===== src/rtl/sbu_pkg.sv =====
package sbu_pkg;
    localparam int BYTE_W  = 8;
    localparam int ADDR_W  = 2 * BYTE_W;
    localparam int MAX_OPS = 3;
    localparam int CNT_W   = $clog2(MAX_OPS + 1);

    localparam int KEEP_BIT  = 7;
    localparam int RET_BIT   = 6;
    localparam int SHORT_BIT = 5;

    localparam logic [4:0] OP_BRK = 5'h00;
    localparam logic [4:0] OP_JMP = 5'h0C;
    localparam logic [4:0] OP_JCN = 5'h0D;
    localparam logic [4:0] OP_JSR = 5'h0E;
    localparam logic [4:0] OP_STH = 5'h0F;

    typedef enum logic [2:0] {K_OTHER, K_BRK, K_JMP, K_JCN, K_JSR, K_STH} kind_e;
    typedef enum logic [1:0] {S_IDLE, S_POP, S_PUSH} state_e;

    typedef struct packed {
        kind_e            kind;
        logic             keep;
        logic             ret;
        logic             wide;
        logic [CNT_W-1:0] n_pop;
        logic [CNT_W-1:0] n_push;
    } dec_t;

    typedef logic [MAX_OPS-1:0][BYTE_W-1:0] ops_t;

    function automatic logic [ADDR_W-1:0] rel_target(input logic [ADDR_W-1:0] base,
                                                     input logic [BYTE_W-1:0] off);
        return base + {{(ADDR_W-BYTE_W){off[BYTE_W-1]}}, off};
    endfunction
endpackage


===== src/rtl/sbu_decode.sv =====
module sbu_decode
    import sbu_pkg::*;
(
    input  logic [BYTE_W-1:0] op,
    output dec_t              dec
);
    always_comb begin
        dec.keep   = op[KEEP_BIT];
        dec.ret    = op[RET_BIT];
        dec.wide   = op[SHORT_BIT];
        dec.kind   = K_OTHER;
        dec.n_pop  = '0;
        dec.n_push = '0;
        unique case (op[4:0])
            OP_BRK: dec.kind = K_BRK;
            OP_JMP: begin
                dec.kind  = K_JMP;
                dec.n_pop = op[SHORT_BIT] ? CNT_W'(2) : CNT_W'(1);
            end
            OP_JCN: begin
                dec.kind  = K_JCN;
                dec.n_pop = op[SHORT_BIT] ? CNT_W'(3) : CNT_W'(2);
            end
            OP_JSR: begin
                dec.kind   = K_JSR;
                dec.n_pop  = op[SHORT_BIT] ? CNT_W'(2) : CNT_W'(1);
                dec.n_push = CNT_W'(2);
            end
            OP_STH: begin
                dec.kind   = K_STH;
                dec.n_pop  = op[SHORT_BIT] ? CNT_W'(2) : CNT_W'(1);
                dec.n_push = op[SHORT_BIT] ? CNT_W'(2) : CNT_W'(1);
            end
            default: dec.kind = K_OTHER;
        endcase
    end
endmodule


===== src/rtl/sbu_target.sv =====
module sbu_target
    import sbu_pkg::*;
(
    input  dec_t              dec,
    input  logic [ADDR_W-1:0] pc,
    input  ops_t              ops,
    output logic [ADDR_W-1:0] ret_addr,
    output logic [ADDR_W-1:0] next_pc
);
    logic [ADDR_W-1:0] far;
    logic [BYTE_W-1:0] cond;

    always_comb begin
        ret_addr = pc + ADDR_W'(1);
        far      = dec.wide ? {ops[1], ops[0]} : rel_target(ret_addr, ops[0]);
        cond     = dec.wide ? ops[2] : ops[1];
        case (dec.kind)
            K_JMP, K_JSR: next_pc = far;
            K_JCN:        next_pc = (cond != '0) ? far : ret_addr;
            K_BRK:        next_pc = pc;
            default:      next_pc = ret_addr;
        endcase
    end
endmodule


===== src/rtl/sbu_seq.sv =====
module sbu_seq
    import sbu_pkg::*;
#(
    parameter logic [ADDR_W-1:0] RESET_PC = 16'h0100
) (
    input  logic              clk,
    input  logic              rst,
    input  logic              op_valid,
    input  dec_t              dec_in,
    output logic              op_ready,
    output dec_t              dec_q,
    output ops_t              ops_view,
    input  logic [ADDR_W-1:0] next_pc,
    input  logic [ADDR_W-1:0] ret_addr,
    output logic              pop_req,
    output logic              pop_stk,
    output logic              pop_keep,
    output logic [1:0]        pop_depth,
    input  logic              pop_ack,
    input  logic [BYTE_W-1:0] pop_data,
    output logic              push_req,
    output logic              push_stk,
    output logic [BYTE_W-1:0] push_data,
    input  logic              push_ack,
    input  logic              resume,
    input  logic [ADDR_W-1:0] resume_pc,
    output logic [ADDR_W-1:0] pc,
    output logic              halted,
    output logic              done
);
    state_e           state;
    ops_t             buf_q;
    logic [CNT_W-1:0] pcnt;
    logic [CNT_W-1:0] qcnt;

    for (genvar i = 0; i < MAX_OPS; i++) begin : g_view
        assign ops_view[i] = (state == S_POP && pop_ack && pcnt == CNT_W'(i))
                             ? pop_data : buf_q[i];
    end

    always_comb begin
        op_ready  = (state == S_IDLE) && !halted;
        pop_req   = (state == S_POP);
        pop_stk   = dec_q.ret;
        pop_keep  = dec_q.keep;
        pop_depth = dec_q.keep ? 2'(pcnt) : 2'd0;
        push_req  = (state == S_PUSH);
        push_stk  = ~dec_q.ret;
        if (dec_q.kind == K_JSR)
            push_data = (qcnt == '0) ? ret_addr[ADDR_W-1:BYTE_W] : ret_addr[BYTE_W-1:0];
        else
            push_data = (dec_q.wide && qcnt == '0) ? buf_q[1] : buf_q[0];
    end

    always_ff @(posedge clk) begin
        if (rst) begin
            state  <= S_IDLE;
            pc     <= RESET_PC;
            halted <= 1'b0;
            done   <= 1'b0;
            pcnt   <= '0;
            qcnt   <= '0;
            buf_q  <= '0;
            dec_q  <= '0;
        end else begin
            done <= 1'b0;
            unique case (state)
                S_IDLE: begin
                    if (halted) begin
                        if (resume) begin
                            halted <= 1'b0;
                            pc     <= resume_pc;
                        end
                    end else if (op_valid) begin
                        dec_q <= dec_in;
                        pcnt  <= '0;
                        qcnt  <= '0;
                        if (dec_in.kind == K_BRK) begin
                            halted <= 1'b1;
                            done   <= 1'b1;
                        end else if (dec_in.n_pop == '0) begin
                            pc   <= pc + ADDR_W'(1);
                            done <= 1'b1;
                        end else begin
                            state <= S_POP;
                        end
                    end
                end
                S_POP: begin
                    if (pop_ack) begin
                        buf_q[pcnt] <= pop_data;
                        pcnt        <= pcnt + CNT_W'(1);
                        if (pcnt == dec_q.n_pop - CNT_W'(1)) begin
                            if (dec_q.n_push != '0) begin
                                state <= S_PUSH;
                            end else begin
                                pc    <= next_pc;
                                done  <= 1'b1;
                                state <= S_IDLE;
                            end
                        end
                    end
                end
                S_PUSH: begin
                    if (push_ack) begin
                        qcnt <= qcnt + CNT_W'(1);
                        if (qcnt == dec_q.n_push - CNT_W'(1)) begin
                            pc    <= next_pc;
                            done  <= 1'b1;
                            state <= S_IDLE;
                        end
                    end
                end
                default: state <= S_IDLE;
            endcase
        end
    end
endmodule


===== src/rtl/stash_branch_unit.sv =====
module stash_branch_unit
    import sbu_pkg::*;
#(
    parameter logic [15:0] RESET_PC = 16'h0100
) (
    input  logic        clk,
    input  logic        rst,
    input  logic        op_valid,
    input  logic [7:0]  op_code,
    output logic        op_ready,
    output logic        pop_req,
    output logic        pop_stk,
    output logic        pop_keep,
    output logic [1:0]  pop_depth,
    input  logic        pop_ack,
    input  logic [7:0]  pop_data,
    output logic        push_req,
    output logic        push_stk,
    output logic [7:0]  push_data,
    input  logic        push_ack,
    input  logic        resume,
    input  logic [15:0] resume_pc,
    output logic [15:0] pc,
    output logic        halted,
    output logic        done
);
    dec_t              dec_in;
    dec_t              dec_q;
    ops_t              ops_view;
    logic [ADDR_W-1:0] next_pc;
    logic [ADDR_W-1:0] ret_addr;

    sbu_decode u_dec (
        .op  (op_code),
        .dec (dec_in)
    );

    sbu_target u_tgt (
        .dec      (dec_q),
        .pc       (pc),
        .ops      (ops_view),
        .ret_addr (ret_addr),
        .next_pc  (next_pc)
    );

    sbu_seq #(.RESET_PC(RESET_PC)) u_seq (
        .clk       (clk),
        .rst       (rst),
        .op_valid  (op_valid),
        .dec_in    (dec_in),
        .op_ready  (op_ready),
        .dec_q     (dec_q),
        .ops_view  (ops_view),
        .next_pc   (next_pc),
        .ret_addr  (ret_addr),
        .pop_req   (pop_req),
        .pop_stk   (pop_stk),
        .pop_keep  (pop_keep),
        .pop_depth (pop_depth),
        .pop_ack   (pop_ack),
        .pop_data  (pop_data),
        .push_req  (push_req),
        .push_stk  (push_stk),
        .push_data (push_data),
        .push_ack  (push_ack),
        .resume    (resume),
        .resume_pc (resume_pc),
        .pc        (pc),
        .halted    (halted),
        .done      (done)
    );
endmodule


===== config.mk =====
export PLATFORM = sky130hd
export DESIGN_NAME = stash_branch_unit
export DESIGN_NICKNAME = d
export VERILOG_FILES = /design/src/rtl/sbu_pkg.sv /design/src/rtl/sbu_decode.sv /design/src/rtl/sbu_target.sv /design/src/rtl/sbu_seq.sv /design/src/rtl/stash_branch_unit.sv
export SDC_FILE = /design/constraint.sdc
export NUM_CORES = 1
export LEC_CHECK = 0
export BUFFER_PORTS_ARGS = -buffer_cell sky130_fd_sc_hd__buf_2
export CAP_MARGIN = 30
export CORE_ASPECT_RATIO = 0.7
export CORE_MARGIN = 2
export CORE_UTILIZATION = 45
export CTS_CLUSTER_DIAMETER = 200
export CTS_CLUSTER_SIZE = 24
export DETAILED_ROUTE_END_ITERATION = 6
export PLACE_DENSITY_LB_ADDON = 0.25
export SLEW_MARGIN = 20
export SYNTH_ARGS = -nofsm -noshare
export SYNTH_HDL_FRONTEND = slang
export SYNTH_HIERARCHICAL = 1
export SYNTH_SLANG_ARGS = --single-unit
export TNS_END_PERCENT = 1

===== constraint.sdc =====
create_clock -name clk -period 8.9 [get_ports clk]
set_clock_uncertainty 0.1 [all_clocks]
set_input_delay 0.89 -clock clk [delete_from_list [all_inputs] [get_ports clk]]
set_output_delay 0.89 -clock clk [all_outputs]
set_load 0.005 [all_outputs]

Yosys cells after proc, flatten, opt, wreduce, memory -nomap -nowiden
Cells that the tools add are included.

Input port bits: 38. Output and inout bits: 34. Register bits after elaboration: 58. Word-level logic and storage cells: 139.

Muxes and demuxes: 60. Bitwise logic cells: 2. Order comparisons: 2. Reduce and logical (&&, ||, !) cells: 26. Equality and inequality tests: 28. Add/sub/neg operators: 6.

Operators by type and width (number): 16-bit two-way mux (12); 16-bit case mux with 3 select lines (2); 8-bit two-way mux (8); 2-bit two-way mux (15); 24-bit bitwise mux (1); 5-bit by 4-bit equality test with 1-bit output (second input constant) (4); 16-bit by 1-bit adder with 16-bit output (second input constant) (1); 16-bit adder (1); 8-bit demux with 2-bit select (1); 2-bit case mux with 2 select lines (4); 3-bit case mux with 5 select lines (1); 1-bit two-way mux (14); 2-bit != test (second input constant) (5); 10-bit AND reduction (1); 3-bit by 2-bit != test with 1-bit output (second input constant) (3); 2-bit zero test (4); 2-bit by 1-bit != test with 1-bit output (second input constant) (4); 4-bit AND reduction (2); 8-bit AND reduction (1); 8-bit nonzero test (1); 1-bit logical AND (7); 3-bit by 1-bit equality test with 1-bit output (second input constant) (2); 3-bit by 2-bit equality test with 1-bit output (second input constant) (2); 2-bit case mux with 3 select lines (1); 19 further kinds (27).

Depth between registers and ports, before layout
Depth after elaboration: 12. Mapped depth: 18. Gate-level depth less buffers: 17.

Hierarchy
Netlist, hierarchy kept.

By module, submodules not included: sbu_seq (area an instance 3537.1 sq um, instances 1, cells each 403, seq. area each 1161.1 sq um); sbu_target (area an instance 1824.2 sq um, instances 1, cells each 263, seq. area each 0.0 sq um); sbu_decode (area an instance 118.9 sq um, instances 1, cells each 18, seq. area each 0.0 sq um).

Least setup slack after synthesis
No wires, ideal clock.

Path kind: input to register. Start: in pop_ack. End: reg u_seq.pc[12]. Data arrival time: 3.861 ns. Path slack: 4.821 ns. Library setup time: 0.119 ns. Cell stages on the path: 16. Required time: 8.681 ns. Cells stage by stage: buf_2 nand3_1 mux2_2 ha_1 inv_1 fa_1 nor2b_1 o2111ai_1 a31oi_1 a31oi_1 mux2i_1 a21o_1 a21oi_1 nor3b_1 a221oi_1 o221a_1.

RTL lines: start: declaration (line stash_branch_unit.sv:15) `input logic pop_ack,`; end signal: assignment (line sbu_seq.sv:72) `pc <= resume_pc;`; end signal: assignment (line sbu_seq.sv:82) `pc <= pc + ADDR_W'(1);`; end signal: assignment (line sbu_seq.sv:97) `pc <= next_pc;`; end: declaration (line sbu_seq.sv:27) `output logic [ADDR_W-1:0] pc,`.

==> metrics.md <==
| Metric | Value |
|---|---|
| Outcome | `complete, no violations` |
| Power Total | `1.06 mW` |
| Worst slew margin | `44.7%` |
| DR vias | `5552` |
| Cell breakdown of the critical path | `inv_1, ha_1, nand3_1, mux2_2, ha_1, inv_1, fa_1, nor2b_1, o2111ai_1, a31oi_1, a31oi_1, mux2i_1, a21o_1, a21oi_1, nor3b_1, a221oi_1, o221a_1` |
| Worst slew pin tran | `0.829 ns` |
| Synthesis warning total | `6` |
| Hold_sp | `u_seq/dec_q[1]` |
| Final Non-Filler Cells | `895` |
| Fillers | `1108` |
| P_leak | `2.70 nW` |
| Worst skew pair latency | `0.32 ns` |
| R2R depth | `17` |
| Layout net count | `802` |
| GRT Residual Overflow | `0` |
| Total global-route track usage | `26.3%` |
| MaxCap Viol Count | `0` |
| Die X | `136 µm` |
| Layout cell share with drive strength beyond 1 | `20.7%` |
| Placed insts | `878` |
| Crit start category | `register` |
| Final max-slew violation count | `0` |
| Post-DP HPWL | `13100 µm` |
| Clock-pin slew on the worst setup and hold paths | `0.06 ns` |
| Largest net degree at the start of global routing | `33` |
| CTS Hold Bufs | `0` |
| Wire per inst | `19.2 µm` |
| Initial Util | `46.4%` |
| Wirelength, routed | `17200 µm` |
| CTS root buf | `clkbuf_16` |
| Final Hold Violating Endpoints | `0` |
| Worst VDD drop | `0.0978 mV` |
| Crit path required time | `9.01 ns` |
| Worst path slowest cell | `a31oi_1` |
| Clock sink count | `58` |
| Routability cong. | `1.00` |
| TritonCTS Buffers | `9` |
| Die Area | `13100 µm²` |
| FP Rows | `33` |
| H-tree depth | `3` |
| GR peak layer | `met2` |
| # IOs | `72` |
| Hold Path Class | `register to register` |
| Finish-stage setup viols | `0` |
| Post-cts resize count | `0` |
| Power per cell area | `171 nW/µm²` |
| Setup Total Neg Slack | `0 ns` |
| Initial antenna violation count | `0` |
| Unrepaired setup endpoints after global routing | `false` |
| Syn_nets | `751` |
| DR pass1 iterations | `6` |
| Hold endpoint | `u_seq/dec_q[1]` |
| Met3 Use GR | `5.69%` |
| Worst-path fanout max | `10` |
| Core Footprint | `11800 µm²` |
| M2 GR Usage | `40.4%` |
| Average size of a mapped cell | `8.01 µm²` |
| Ant. Diodes | `0` |
| Setup CP Type | `register to register` |
| RR Startpoint | `u_seq/state[1]` |
| Layout area overhead | `13.0%` |
| Final ANT Viol Nets | `0` |
| Post-route clock period utilization | `54.7%` |
| Hold path cells | `2` |
| Clock tree buffer depth | `2` |
| Slowest stage delay, CP | `0.47 ns` |
| Crit end category | `register` |
| R2r setup slk | `4.03 ns` |
| Final worst slack | `4.03 ns` |
| Place WS | `4.07 ns` |
| CTS tree | `done` |
| Die Span Y | `96.2 µm` |
| Mapped cell area | `5470 µm²` |
| F_max | `205 MHz` |
| Hold Slack | `0.353 ns` |
| Remaining DRCs | `0` |
| Met1 GRT Util | `38.3%` |
| Port-buffer cells | `71` |
| Min Tclk post-route | `4.87 ns` |
| Wire length of the first global-routing pass | `26600 µm` |
| Post-CTS setup buffer count | `0` |
| Gate Count Post-Synth | `682` |
| Initial drt markers | `696` |
| Number of global-route vias before repair | `4878` |
| Via density | `6.20` |
| WP buf/inv | `2` |
| Cell family with the largest share of critical-path delay | `compound AO/OA/AOI/OAI gates` |
| CP arrival | `4.98 ns` |
| R2r endpoint | `u_seq/pc[12]` |
## flip-flops by register name, summed over array words and instances, names as in the netlist, 2 cells and up
name and cells:
u_seq/buf_q 24, u_seq/dec_q 8, u_seq/pc 16, u_seq/pcnt 2, u_seq/qcnt 2, u_seq/state 2
## area by class of cell
| class | instances | area, µm² | area share, % |
|---|---|---|---|
| multi-input cells | 547 | 3940 | 63.7 |
| flip-flops and latches | 58 | 1160 | 18.8 |
| repair buffers | 78 | 408 | 6.60 |
| clock buffers | 10 | 239 | 3.87 |
| well taps | 157 | 196 | 3.18 |
| inverters | 39 | 146 | 2.37 |
| clock inverters | 6 | 88.8 | 1.44 |
## per-layer routing
metal | wire [µm] | part of all wire [%]
met5 | 0 | 0
met4 | 138 | 0.80
met3 | 1650 | 9.6
met2 | 7360 | 43
met1 | 8060 | 47
## worst reg2reg max path, delay by kind of cell, from the launching register on
family          cells  cell delay, ns
mux                 2            0.59
compound gates      7            1.58
buf+inv             2            0.19
fa+ha+maj           3            1.02
simple gates        3            0.93
flops               1            0.35
## worst max-delay path by stage
stage                        start           end  depth (start not counted)  slack (ns)
finish              u_seq/state[1]  u_seq/pc[12]                         17        4.03
global route        u_seq/state[1]  u_seq/pc[12]                         17        3.83
CTS                 u_seq/state[1]  u_seq/pc[12]                         17        4.18
detailed placement         pop_ack  u_seq/pc[12]                         16        4.07
global placement           pop_ack  u_seq/pc[12]                         16        4.16
floorplan                  pop_ack  u_seq/pc[12]                         16        4.82
## per-stage QoR
step,util [%],cell area (µm²)
after floorplan,-,5470
after global placement,49.6,5840
after detailed placement,49.6,5840
after CTS,52.4,6170
after global routing,52.5,6180
final,52.5,6180
## placed cells by master, fill, tap and decap left out, types with 4 or more instances in the layout
master      n
mux2_2     26
xor2_1     11
nand3_1    25
inv_1      38
and2_1     30
a41oi_1     4
a21o_1     11
a21oi_1    49
o21ai_0    43
nor3b_1     7
or3_1       5
nand2b_1    4
buf_4       7
nor4_1      8
nor2b_1     6
o21a_1      5
a211oi_1   15
o211ai_1    9
a31oi_1    10
mux2i_1    28
ha_1       30
a22oi_1     9
xnor2_1    21
clkbuf_16   9
buf_2      71
dfxtp_1    58
nor2_1     51
and3_1     10
nand4_1     6
nor3_1     10
nand2_1    45
a221oi_2    4
## power breakdown
part	total (mW)	switching [mW]	internal, mW
Sequential	0.312	0.0356	0.276
Combinational	0.363	0.225	0.138
Clock	0.382	0.129	0.253
(Power assumes the default switching activity.)
